File: config.mk
export PLATFORM = sky130hd
export DESIGN_NAME = sprx_ctrl
export DESIGN_NICKNAME = d
export VERILOG_FILES = /design/src/rtl/sprx_pkg.sv /design/src/rtl/sprx_seq.sv /design/src/rtl/sprx_stat_path.sv /design/src/rtl/sprx_ctrl.sv
export SDC_FILE = /design/constraint.sdc
export NUM_CORES = 1
export LEC_CHECK = 0
export ABC_CLOCK_PERIOD_IN_PS = 2400
export CORE_UTILIZATION = 38
export CTS_CLUSTER_SIZE = 10
export DETAILED_ROUTE_END_ITERATION = 16
export PLACE_DENSITY_LB_ADDON = 0.12
export SLEW_MARGIN = 10
export SYNTH_ARGS = -nofsm -noshare
export SYNTH_HDL_FRONTEND = slang
export SYNTH_SLANG_ARGS = --single-unit
export TNS_END_PERCENT = 20
File: constraint.sdc
create_clock -name clk -period 2.4 [get_ports clk]
set_clock_uncertainty 0.15 [all_clocks]
set_input_delay 0.72 -clock clk [delete_from_list [all_inputs] [get_ports clk]]
set_output_delay 0.72 -clock clk [all_outputs]
set_load 0.005 [all_outputs]
File: src/rtl/sprx_pkg.sv
`timescale 1ns/1ps
package sprx_pkg;

  typedef enum logic [2:0] {
    PH_OFF     = 3'd0,
    PH_WAITACT = 3'd1,
    PH_SYNC    = 3'd2,
    PH_LOCKED  = 3'd3,
    PH_RECV    = 3'd4,
    PH_HALT    = 3'd5
  } phase_e;

  localparam int ST_W  = 9;
  localparam int B_DNE = 0;
  localparam int B_CNE = 1;
  localparam int B_PAR = 2;
  localparam int B_OVR = 3;
  localparam int B_BLK = 4;
  localparam int B_SDN = 5;
  localparam int B_FRM = 6;
  localparam int B_SER = 7;
  localparam int B_TMO = 8;
  localparam int MASK_W = 7;

  localparam logic [2:0] A_CFG  = 3'd0;
  localparam logic [2:0] A_MASK = 3'd1;
  localparam logic [2:0] A_STAT = 3'd2;
  localparam logic [2:0] A_CLR  = 3'd3;
  localparam logic [2:0] A_DATA = 3'd4;
  localparam logic [2:0] A_CTRL = 3'd5;

  // strobes from sequencer to status datapath
  typedef struct packed {
    logic setSyncDone;
    logic setSyncErr;
    logic setFrameErr;
    logic setTimeoutErr;
    logic clrFatal;
    logic takeData;
    logic takeCtrl;
    logic takeBlk;
    logic takeParity;
  } strobe_t;

  function automatic logic [5:0] retryLimit(input logic [1:0] code);
    case (code)
      2'b00:   retryLimit = 6'd0;
      2'b01:   retryLimit = 6'd3;
      2'b10:   retryLimit = 6'd15;
      default: retryLimit = 6'd63;
    endcase
  endfunction

endpackage

File: src/rtl/sprx_seq.sv
`timescale 1ns/1ps
module sprx_seq
  import sprx_pkg::*;
(
  input  logic       clk,
  input  logic       rstN,
  input  logic       cfgWr,
  input  logic [5:0] cfgIn,
  input  logic       lineEdge,
  input  logic       evSyncDone,
  input  logic       evSyncFail,
  input  logic       evBlockStart,
  input  logic       evParityErr,
  input  logic       evFrameErr,
  input  logic       evTimeout,
  input  logic       sampleValid,
  input  logic       ctrlValid,
  output phase_e     phase,
  output logic [5:0] cfgWord,
  output strobe_t    str
);

  logic [1:0] enField;
  logic       waitAct;
  logic [1:0] retryCode;
  logic [5:0] failCnt;
  phase_e     phaseNxt;

  logic enOff, enFull, active, fatalEvt, syncErr, lockWindow;

  always_ff @(posedge clk or negedge rstN) begin
    if (!rstN) begin
      enField   <= 2'b00;
      waitAct   <= 1'b0;
      retryCode <= 2'b00;
    end else if (cfgWr) begin
      enField   <= cfgIn[1:0];
      waitAct   <= cfgIn[2];
      retryCode <= cfgIn[5:4];
    end
  end

  assign cfgWord = {retryCode, 1'b0, waitAct, enField};

  assign enOff      = (enField == 2'b00) || (enField == 2'b10);
  assign enFull     = (enField == 2'b11);
  assign active     = (phase == PH_SYNC) || (phase == PH_LOCKED) || (phase == PH_RECV);
  assign lockWindow = (phase == PH_LOCKED) || (phase == PH_RECV);
  assign fatalEvt   = active && (evFrameErr || evTimeout);
  assign syncErr    = (phase == PH_SYNC) && evSyncFail && !evSyncDone &&
                      (failCnt == retryLimit(retryCode));

  always_comb begin
    phaseNxt = phase;
    if (enOff) begin
      phaseNxt = PH_OFF;
    end else begin
      case (phase)
        PH_OFF:     phaseNxt = waitAct ? PH_WAITACT : PH_SYNC;
        PH_WAITACT: if (lineEdge) phaseNxt = PH_SYNC;
        PH_SYNC: begin
          if (fatalEvt || syncErr) phaseNxt = PH_HALT;
          else if (evSyncDone)     phaseNxt = enFull ? PH_RECV : PH_LOCKED;
        end
        PH_LOCKED: begin
          if (fatalEvt)    phaseNxt = PH_HALT;
          else if (enFull) phaseNxt = PH_RECV;
        end
        PH_RECV: begin
          if (fatalEvt)     phaseNxt = PH_HALT;
          else if (!enFull) phaseNxt = PH_LOCKED;
        end
        default: phaseNxt = PH_HALT;
      endcase
    end
  end

  always_ff @(posedge clk or negedge rstN) begin
    if (!rstN) begin
      phase   <= PH_OFF;
      failCnt <= '0;
    end else begin
      phase <= phaseNxt;
      if (phase != PH_SYNC)
        failCnt <= '0;
      else if (evSyncFail && !evSyncDone && !syncErr)
        failCnt <= failCnt + 6'd1;
    end
  end

  always_comb begin
    str               = '0;
    str.setSyncDone   = (phase == PH_SYNC) && evSyncDone;
    str.setSyncErr    = syncErr;
    str.setFrameErr   = active && evFrameErr;
    str.setTimeoutErr = active && evTimeout;
    str.clrFatal      = enOff;
    str.takeData      = (phase == PH_RECV) && sampleValid;
    str.takeCtrl      = lockWindow && ctrlValid;
    str.takeBlk       = lockWindow && evBlockStart;
    str.takeParity    = (phase == PH_RECV) && evParityErr;
  end


  halt_sticky_chk: assert property (@(posedge clk) disable iff (!rstN)
    (phase == PH_HALT && !enOff) |=> (phase == PH_HALT));


  recv_full_only_chk: assert property (@(posedge clk) disable iff (!rstN)
    (phase == PH_RECV) |-> ($past(enField) == 2'b11));


  waitact_hold_chk: assert property (@(posedge clk) disable iff (!rstN)
    (phase == PH_WAITACT && !lineEdge && !enOff) |=> (phase == PH_WAITACT));


  syncerr_halts_chk: assert property (@(posedge clk) disable iff (!rstN)
    (str.setSyncErr && !enOff) |=> (phase == PH_HALT));

endmodule

File: src/rtl/sprx_stat_path.sv
`timescale 1ns/1ps
module sprx_stat_path
  import sprx_pkg::*;
#(
  parameter int DATA_W = 24,
  parameter int CTRL_W = 16
)(
  input  logic              clk,
  input  logic              rstN,
  input  logic              wrEn,
  input  logic              rdEn,
  input  logic [2:0]        addr,
  input  logic [6:0]        wrLow,
  input  logic [DATA_W-1:0] sampleIn,
  input  logic [CTRL_W-1:0] ctrlIn,
  input  strobe_t           str,
  input  logic [5:0]        cfgWord,
  output logic [31:0]       rdData,
  output logic              irq
);

  logic [ST_W-1:0]   stat, statNxt, setV, clrV;
  logic [MASK_W-1:0] maskReg;
  logic [DATA_W-1:0] sampleReg;
  logic [CTRL_W-1:0] ctrlReg;
  logic dataRd, ctrlRd, clrWr, maskWr, dropSample;

  assign dataRd = rdEn && (addr == A_DATA);
  assign ctrlRd = rdEn && (addr == A_CTRL);
  assign clrWr  = wrEn && (addr == A_CLR);
  assign maskWr = wrEn && (addr == A_MASK);
  assign dropSample = str.takeData && stat[B_DNE] && !dataRd;

  always_comb begin
    setV = '0;
    clrV = '0;
    setV[B_DNE] = str.takeData;
    setV[B_CNE] = str.takeCtrl;
    setV[B_PAR] = str.takeParity;
    setV[B_OVR] = dropSample;
    setV[B_BLK] = str.takeBlk;
    setV[B_SDN] = str.setSyncDone;
    setV[B_FRM] = str.setFrameErr;
    setV[B_SER] = str.setSyncErr;
    setV[B_TMO] = str.setTimeoutErr;
    clrV[B_DNE] = dataRd;
    clrV[B_CNE] = ctrlRd;
    if (clrWr) clrV[B_SDN:B_PAR] = wrLow[B_SDN:B_PAR];
    if (str.clrFatal) clrV[B_TMO:B_FRM] = '1;
    statNxt = (stat & ~clrV) | setV;
  end

  always_ff @(posedge clk or negedge rstN) begin
    if (!rstN) begin
      stat      <= '0;
      maskReg   <= '0;
      sampleReg <= '0;
      ctrlReg   <= '0;
    end else begin
      stat <= statNxt;
      if (maskWr) maskReg <= wrLow;
      if (str.takeData && !dropSample) sampleReg <= sampleIn;
      if (str.takeCtrl) ctrlReg <= ctrlIn;
    end
  end

  assign irq = (|(stat[B_SDN:B_DNE] & maskReg[5:0])) ||
               (maskReg[6] && (|stat[B_TMO:B_FRM]));

  always_comb begin
    rdData = '0;
    case (addr)
      A_CFG:  rdData[5:0]        = cfgWord;
      A_MASK: rdData[MASK_W-1:0] = maskReg;
      A_STAT: rdData[ST_W-1:0]   = stat;
      A_DATA: rdData[DATA_W-1:0] = sampleReg;
      A_CTRL: rdData[CTRL_W-1:0] = ctrlReg;
      default: rdData = '0;
    endcase
  end


  overrun_keeps_sample_chk: assert property (@(posedge clk) disable iff (!rstN)
    (stat[B_DNE] && str.takeData && !dataRd) |=> ($stable(sampleReg) && stat[B_OVR]));


  notempty_read_chk: assert property (@(posedge clk) disable iff (!rstN)
    (dataRd && !str.takeData) |=> !stat[B_DNE]);


  fatal_wipe_chk: assert property (@(posedge clk) disable iff (!rstN)
    (str.clrFatal && !str.setFrameErr && !str.setTimeoutErr && !str.setSyncErr)
      |=> (stat[B_TMO:B_FRM] == 3'b000));


  irq_quiet_chk: assert property (@(posedge clk) disable iff (!rstN)
    (maskReg == '0) |-> !irq);

endmodule

File: src/rtl/sprx_ctrl.sv
`timescale 1ns/1ps
module sprx_ctrl
  import sprx_pkg::*;
#(
  parameter int DATA_W = 24,
  parameter int CTRL_W = 16
)(
  input  logic              clk,
  input  logic              rstN,
  input  logic              wrEn,
  input  logic              rdEn,
  input  logic [2:0]        addr,
  input  logic [31:0]       wrData,
  output logic [31:0]       rdData,
  input  logic              lineEdge,
  input  logic              evSyncDone,
  input  logic              evSyncFail,
  input  logic              evBlockStart,
  input  logic              evParityErr,
  input  logic              evFrameErr,
  input  logic              evTimeout,
  input  logic              sampleValid,
  input  logic [DATA_W-1:0] sampleIn,
  input  logic              ctrlValid,
  input  logic [CTRL_W-1:0] ctrlIn,
  output logic [2:0]        phase,
  output logic              receiving,
  output logic              irq
);

  phase_e     phaseQ;
  strobe_t    str;
  logic [5:0] cfgWord;
  logic       unusedHi;

  assign unusedHi = ^wrData[31:7];

  sprx_seq seq_i (
    .clk(clk), .rstN(rstN),
    .cfgWr(wrEn && (addr == A_CFG)), .cfgIn(wrData[5:0]),
    .lineEdge(lineEdge), .evSyncDone(evSyncDone), .evSyncFail(evSyncFail),
    .evBlockStart(evBlockStart), .evParityErr(evParityErr),
    .evFrameErr(evFrameErr), .evTimeout(evTimeout),
    .sampleValid(sampleValid), .ctrlValid(ctrlValid),
    .phase(phaseQ), .cfgWord(cfgWord), .str(str)
  );

  sprx_stat_path #(.DATA_W(DATA_W), .CTRL_W(CTRL_W)) path_i (
    .clk(clk), .rstN(rstN), .wrEn(wrEn), .rdEn(rdEn), .addr(addr),
    .wrLow(wrData[6:0]), .sampleIn(sampleIn), .ctrlIn(ctrlIn),
    .str(str), .cfgWord(cfgWord), .rdData(rdData), .irq(irq)
  );

  assign phase     = phaseQ;
  assign receiving = (phaseQ == PH_RECV);

endmodule

Yosys cells after proc, flatten, opt, wreduce, memory -nomap -nowiden --
Cells that the tools add are included.
Word-level totals: logic and storage cells 95, input bits 88, bits in registers 70
Cells by class: $add $sub $neg 1, muxes and demuxes 21, eq/ne operators 19, bitwise operators 4, reduce and logical (&&, ||, !) cells 41
Operators with widths (count):
- $mux 3 | 10
- $pmux 6 s5 | 1
- $logic_and 1x1->1 | 22
- $pmux 6 s3 | 1
- $pmux 3 s5 | 1
- $pmux 7 s2 | 1
- $eq 3x2->1 const B | 4
- $mux 6 | 2
- $and 9x9->9 | 1
- $eq 3x3->1 const B | 3
- $not 9->9 | 1
- $or 9x9->9 | 1
- $mux 8 | 1
- $ne 4x3->1 const B | 2
- $logic_or 1x1->1 | 7
- $add 6x1->6 const B | 1
- $and 6x6->6 | 1
- $eq 2x2->1 const B | 3
- $eq 3x1->1 const B | 2
- $eq 6x6->1 | 1
- $logic_not 3->1 | 2
- $ne 3x2->1 const B | 2
- $pmux 2 s3 | 1
- $reduce_or 6->1 | 1
- 10 further kinds | 14

Longest topological paths before layout --
depth in word-level cells 8, mapped depth 6, depth with buffers taken out 5

By module --
A second synthesis with hierarchy kept.
Second synthesis, totals: cells, all modules 339, area, all modules 3861.2 µm²
Modules (own cells, without submodules):
- sprx_stat_path | instances 1, area an instance 2837.7 µm², sequential area each 1401.3 µm², cells each 223
- sprx_seq | instances 1, area an instance 1001.0 µm², sequential area each 350.3 µm², cells each 114
- sprx_ctrl | instances 1, area an instance 22.5 µm², sequential area each 0.0 µm², cells each 2

Worst setup path after synthesis --
No wires, ideal clock.
path type input to output, start in addr[1], end out rdData[1], required time 1.530 ns, setup slack -0.094 ns, data arrival time 1.624 ns, stages 5, path buffers 2, path through buf_2 clkbuf_1 nor2b_1 a22oi_1 o22ai_1
On the way: cells in the longest elaborated chain, start to end 2
Ends and longest elaborated chain:
- start, declared | RTL line sprx_ctrl.sv:12 | input logic [2:0] addr,
- $eq 3x3->1, or another cell as far along | RTL line sprx_stat_path.sv:72 | case (addr)
- $pmux 6 s5 * | RTL line sprx_stat_path.sv:72
- end, declared | RTL line sprx_ctrl.sv:14 | output logic [31:0] rdData,
Mark *: on every way between the ends. The rest lies on a longest branch, timed or not.

Worst setup path in the final report --
start in addr[0], end out rdData[4]
Same word-level chain as after synthesis.

==> summary.txt <==
Result of the run: complete, but fails checks
Failing checks: setup timing
Areal power density over the cells: 854.5 nW/um2
Count of input and output buffers: 91
Minimum setup slack in the final design: -0.1011 ns
Antenna Violating Nets Remaining: 0
Achievable frequency: 0.3998 GHz
Initial antenna violation count: 0
Number of vias in the routed layout: 3023
Launch instance of the worst register-to-register path: seq_i.retryCode[1]$_DFFE_PN0P_
Endpoint of the worst-slack reg-to-reg timing path: seq_i.phase[1]$_DFFE_PN0P_
TritonCTS Buffers: 9
Vertical extent of the die: 100.2 um
Count of routing violations after the opening detailed-route iteration: 83
Cell-by-cell listing of the critical path: buf_8 > buf_12 > mux2_4 > a22oi_2 > o22ai_2 > buf_2
Top-level port count: 125
Reported leakage power: 0.002473 uW
Pin count of the biggest net entering global routing: 53
Most area-consuming cells after synthesis: dfrtp_1, mux2_2, mux2i_1
Arrival time reported for the critical path endpoint: 1.63 ns
Clock tree sinks: 70
Startpoint type of the worst setup path: input port
Most used DFF post-synth: dfrtp_1
Number of cells on the worst reg-to-reg path: 6
Layout Area Growth over Synthesis: 48.12%
Clock-pin slew on the worst setup and hold paths: 0.08 ns
Wire length of the first global-routing pass: 15650 um
Yosys cell types: 56
Sort of element at the end of the critical path: primary output
Area leader, netlist: dfrtp_1
Fraction of post-synthesis cell area in the top cell type by area: 0.4778
Via count of the first global-routing pass: 3079
Worst VDD drop: 0.5082 mV
Synthesized flop and latch total: 70
Class of the most critical hold timing path: in2async
Mean Syn Cell Area: 11.46 um2
Share of the yosys chip area belonging to registers: 0.4778
Sum of routed wire length over all layers: 9699 um
Total grt overflow: 0
Shortest period the worst path allows: 2.501 ns
Sequential cell area: 1752 um2
Max-slew violation count: 0
Clock latency of the later-clocked register in the worst-skew pair: 0.35 ns
Area of the mapped netlist: 3666 um2
Placed cells: 571
Post-detail-place hpwl: 7014 um
Combined global-route utilization of all metal layers: 0.2049
Core Area: 9284 um2
Multi-input logic area: 1887 um2
Non-filler cells in the finished layout: 595
Initial Utilization: 0.3949
Routability-driven placement congestion ratio: 0.8187
Final count of negative-setup-slack endpoints: 13
CTS hold repair buffers: 0
Count of flip-flops with a built-in enable after synthesis: 0
Post-synthesis instance total: 320
Clock Tree Root: clkbuf_8
Part of the total power dissipated in the clock network: 0.226
Number of nets in the finished design: 550
Required time of the worst setup path: 1.53 ns
Cell type of the slowest stage on the worst timing path: mux2_4
Fillers: 822
Worst Path Max Fanout: 5
Count of maximum capacitance violations: 0
Relative contribution of combinational cells to total power: 0.355
Die ar.: 10040 um2
Most used standard cells in the synthesized netlist: dfrtp_1, mux2_2, nand2_1, nor2_1, o21ai_0
Iteration count of the initial detailed-routing pass: 4
Final core utilization: 0.5849
WL per Instance: 16.30 um
Most frequently used cell type in the post-synthesis netlist: dfrtp_1
Rows: 35
Critical setup path kind: in2out
CTS tree: done
Chip width: 100.2 um
Internal power component: 3212 uW
Number of DRC violations after detailed routing: 0
Seq pwr share: 0.419
Via density per instance: 5.081
RSZ-0062 raised after global routing: yes
Worst reg-to-reg setup slack: 0.35 ns
Htree depth: 3
Proportion of total power due to net switching: 0.3077
Share of final-layout standard cells stronger than drive strength 1: 0.4013
Maximum buffer depth of the clock tree: 2
Final period util: 1.042
Switching pwr: 1428 uW
Delay contributed by the slowest stage of the critical path: 0.29 ns
Antenna diode instance count: 0
Number of hold violations in the final report: 0
YS warnings: 0
Share of synthesized flip-flops with an asynchronous set or reset: 1.000
metrics by stage:
step / hold WS [ns] / TNS (ns) / instance area (um2) / power (uW) / worst slack, ns
floorplan: 0.2744 / -0.02133 / 3700 / 2827 / -0.01066
global placement: 0.3096 / -35.88 / 5059 / 3524 / -0.9927
detailed placement: 0.3205 / -36.30 / 5059 / 3569 / -0.9973
CTS: 0.08404 / -1.362 / 5446 / 4672 / -0.1118
global route: 0.08540 / -1.258 / 5430 / 4922 / -0.1266
finish: 0.09230 / -0.7103 / 5430 / 4640 / -0.1011
final cells by class:
class / instances / share of cell area
clock buffers: 11 / 0.02419
clock inverters: 5 / 0.01544
inverters: 6 / 0.004147
multi-input cells: 225 / 0.3475
flip-flops and latches: 70 / 0.3226
well taps: 129 / 0.02972
repair buffers: 149 / 0.2565
how the worst max path moves through the flow:
stage,endpoint,cells after the start,startpoint,slack (ns)
2_1_floorplan,rdData[0],4,addr[2],-0.01
3_3_place_gp,rdData[7],6,addr[1],-0.99
3_5_place_dp,rdData[8],6,addr[1],-1.0
4_1_cts,rdData[5],6,addr[2],-0.11
5_1_grt,rdData[1],6,addr[0],-0.13
6_report,rdData[4],6,addr[0],-0.10
flip-flops by register name, summed over array words and instances, names as in the netlist:
signal,count
seq_i.failCnt,6
path_i.maskReg,7
path_i.sampleReg,24
seq_i.phase,3
path_i.ctrlReg,16
seq_i.enField,2
seq_i.retryCode,2
seq_i.waitAct,1
path_i.stat,9
critical path: cells and delay by family:
kind / cells / cell delay (ns)
compound gates: 2 / 0.25
buf+inv: 3 / 0.37
mux: 1 / 0.29
per-layer routing:
metal | up-vias | wire, um | track usage
li1 | 1449 | - | -
met1 | 1462 | 4238 | 0.2561
met3 | 8 | 723 | 0.07939
met2 | 104 | 4638 | 0.3325
met5 | - | 0 | 0
met4 | 0 | 98 | 0.05240
cell usage in the layout (no fill, tap or decap), types with 3 or more instances in the layout:
| master | count |
|---|---|
| inv_1 | 4 |
| nand3_1 | 12 |
| clkdlybuf4s15_1 | 4 |
| clkbuf_8 | 9 |
| nand2_1 | 17 |
| o21ai_0 | 8 |
| o211ai_1 | 3 |
| dfrtp_1 | 70 |
| clkbuf_2 | 3 |
| or3_1 | 4 |
| buf_12 | 5 |
| a21oi_1 | 12 |
| clkdlybuf4s50_1 | 61 |
| a22o_1 | 5 |
| buf_8 | 3 |
| nor2_1 | 10 |
| a31oi_1 | 3 |
| a21o_1 | 3 |
| conb_1 | 8 |
| mux2i_1 | 11 |
| nand4_1 | 3 |
| and3_1 | 6 |
| o22ai_2 | 3 |
| a22oi_2 | 5 |
| mux2_2 | 48 |
| o21ai_2 | 3 |
| buf_4 | 45 |
| mux2_1 | 5 |
| a22oi_1 | 3 |
| buf_2 | 15 |
| nor2_4 | 3 |
| buf_6 | 10 |
power groups by stage:
| stage | sequential [uW] | clock, uW | combinational (uW) |
|---|---|---|---|
| 6_report | 1940 | 1050 | 1650 |
| 2_1_floorplan | 1850 | 0 | 976 |
| 4_1_cts | 1940 | 1080 | 1660 |
| 5_1_grt | 2000 | 1130 | 1800 |
| 3_5_place_dp | 1940 | 0 | 1630 |
| 3_3_place_gp | 1940 | 0 | 1590 |
cell families after synthesis:
kind of cell,Yosys count,share of synthesized area
other cells,1,0.001023
mux,67,0.2082
simple gates,83,0.1352
fa+ha+maj,1,0.003412
compound gates,66,0.1249
flops,70,0.4778
buf+inv,32,0.04949
what timing repair did:
action / CTS / global route
cloned: 1 / 0
endpoints found under the setup margin: 49 / 26
buffers inserted: 8 / 1
pin swaps: 12 / 9
gates resized for setup: 140 / 14
Power figures use the tool's default switching activity.
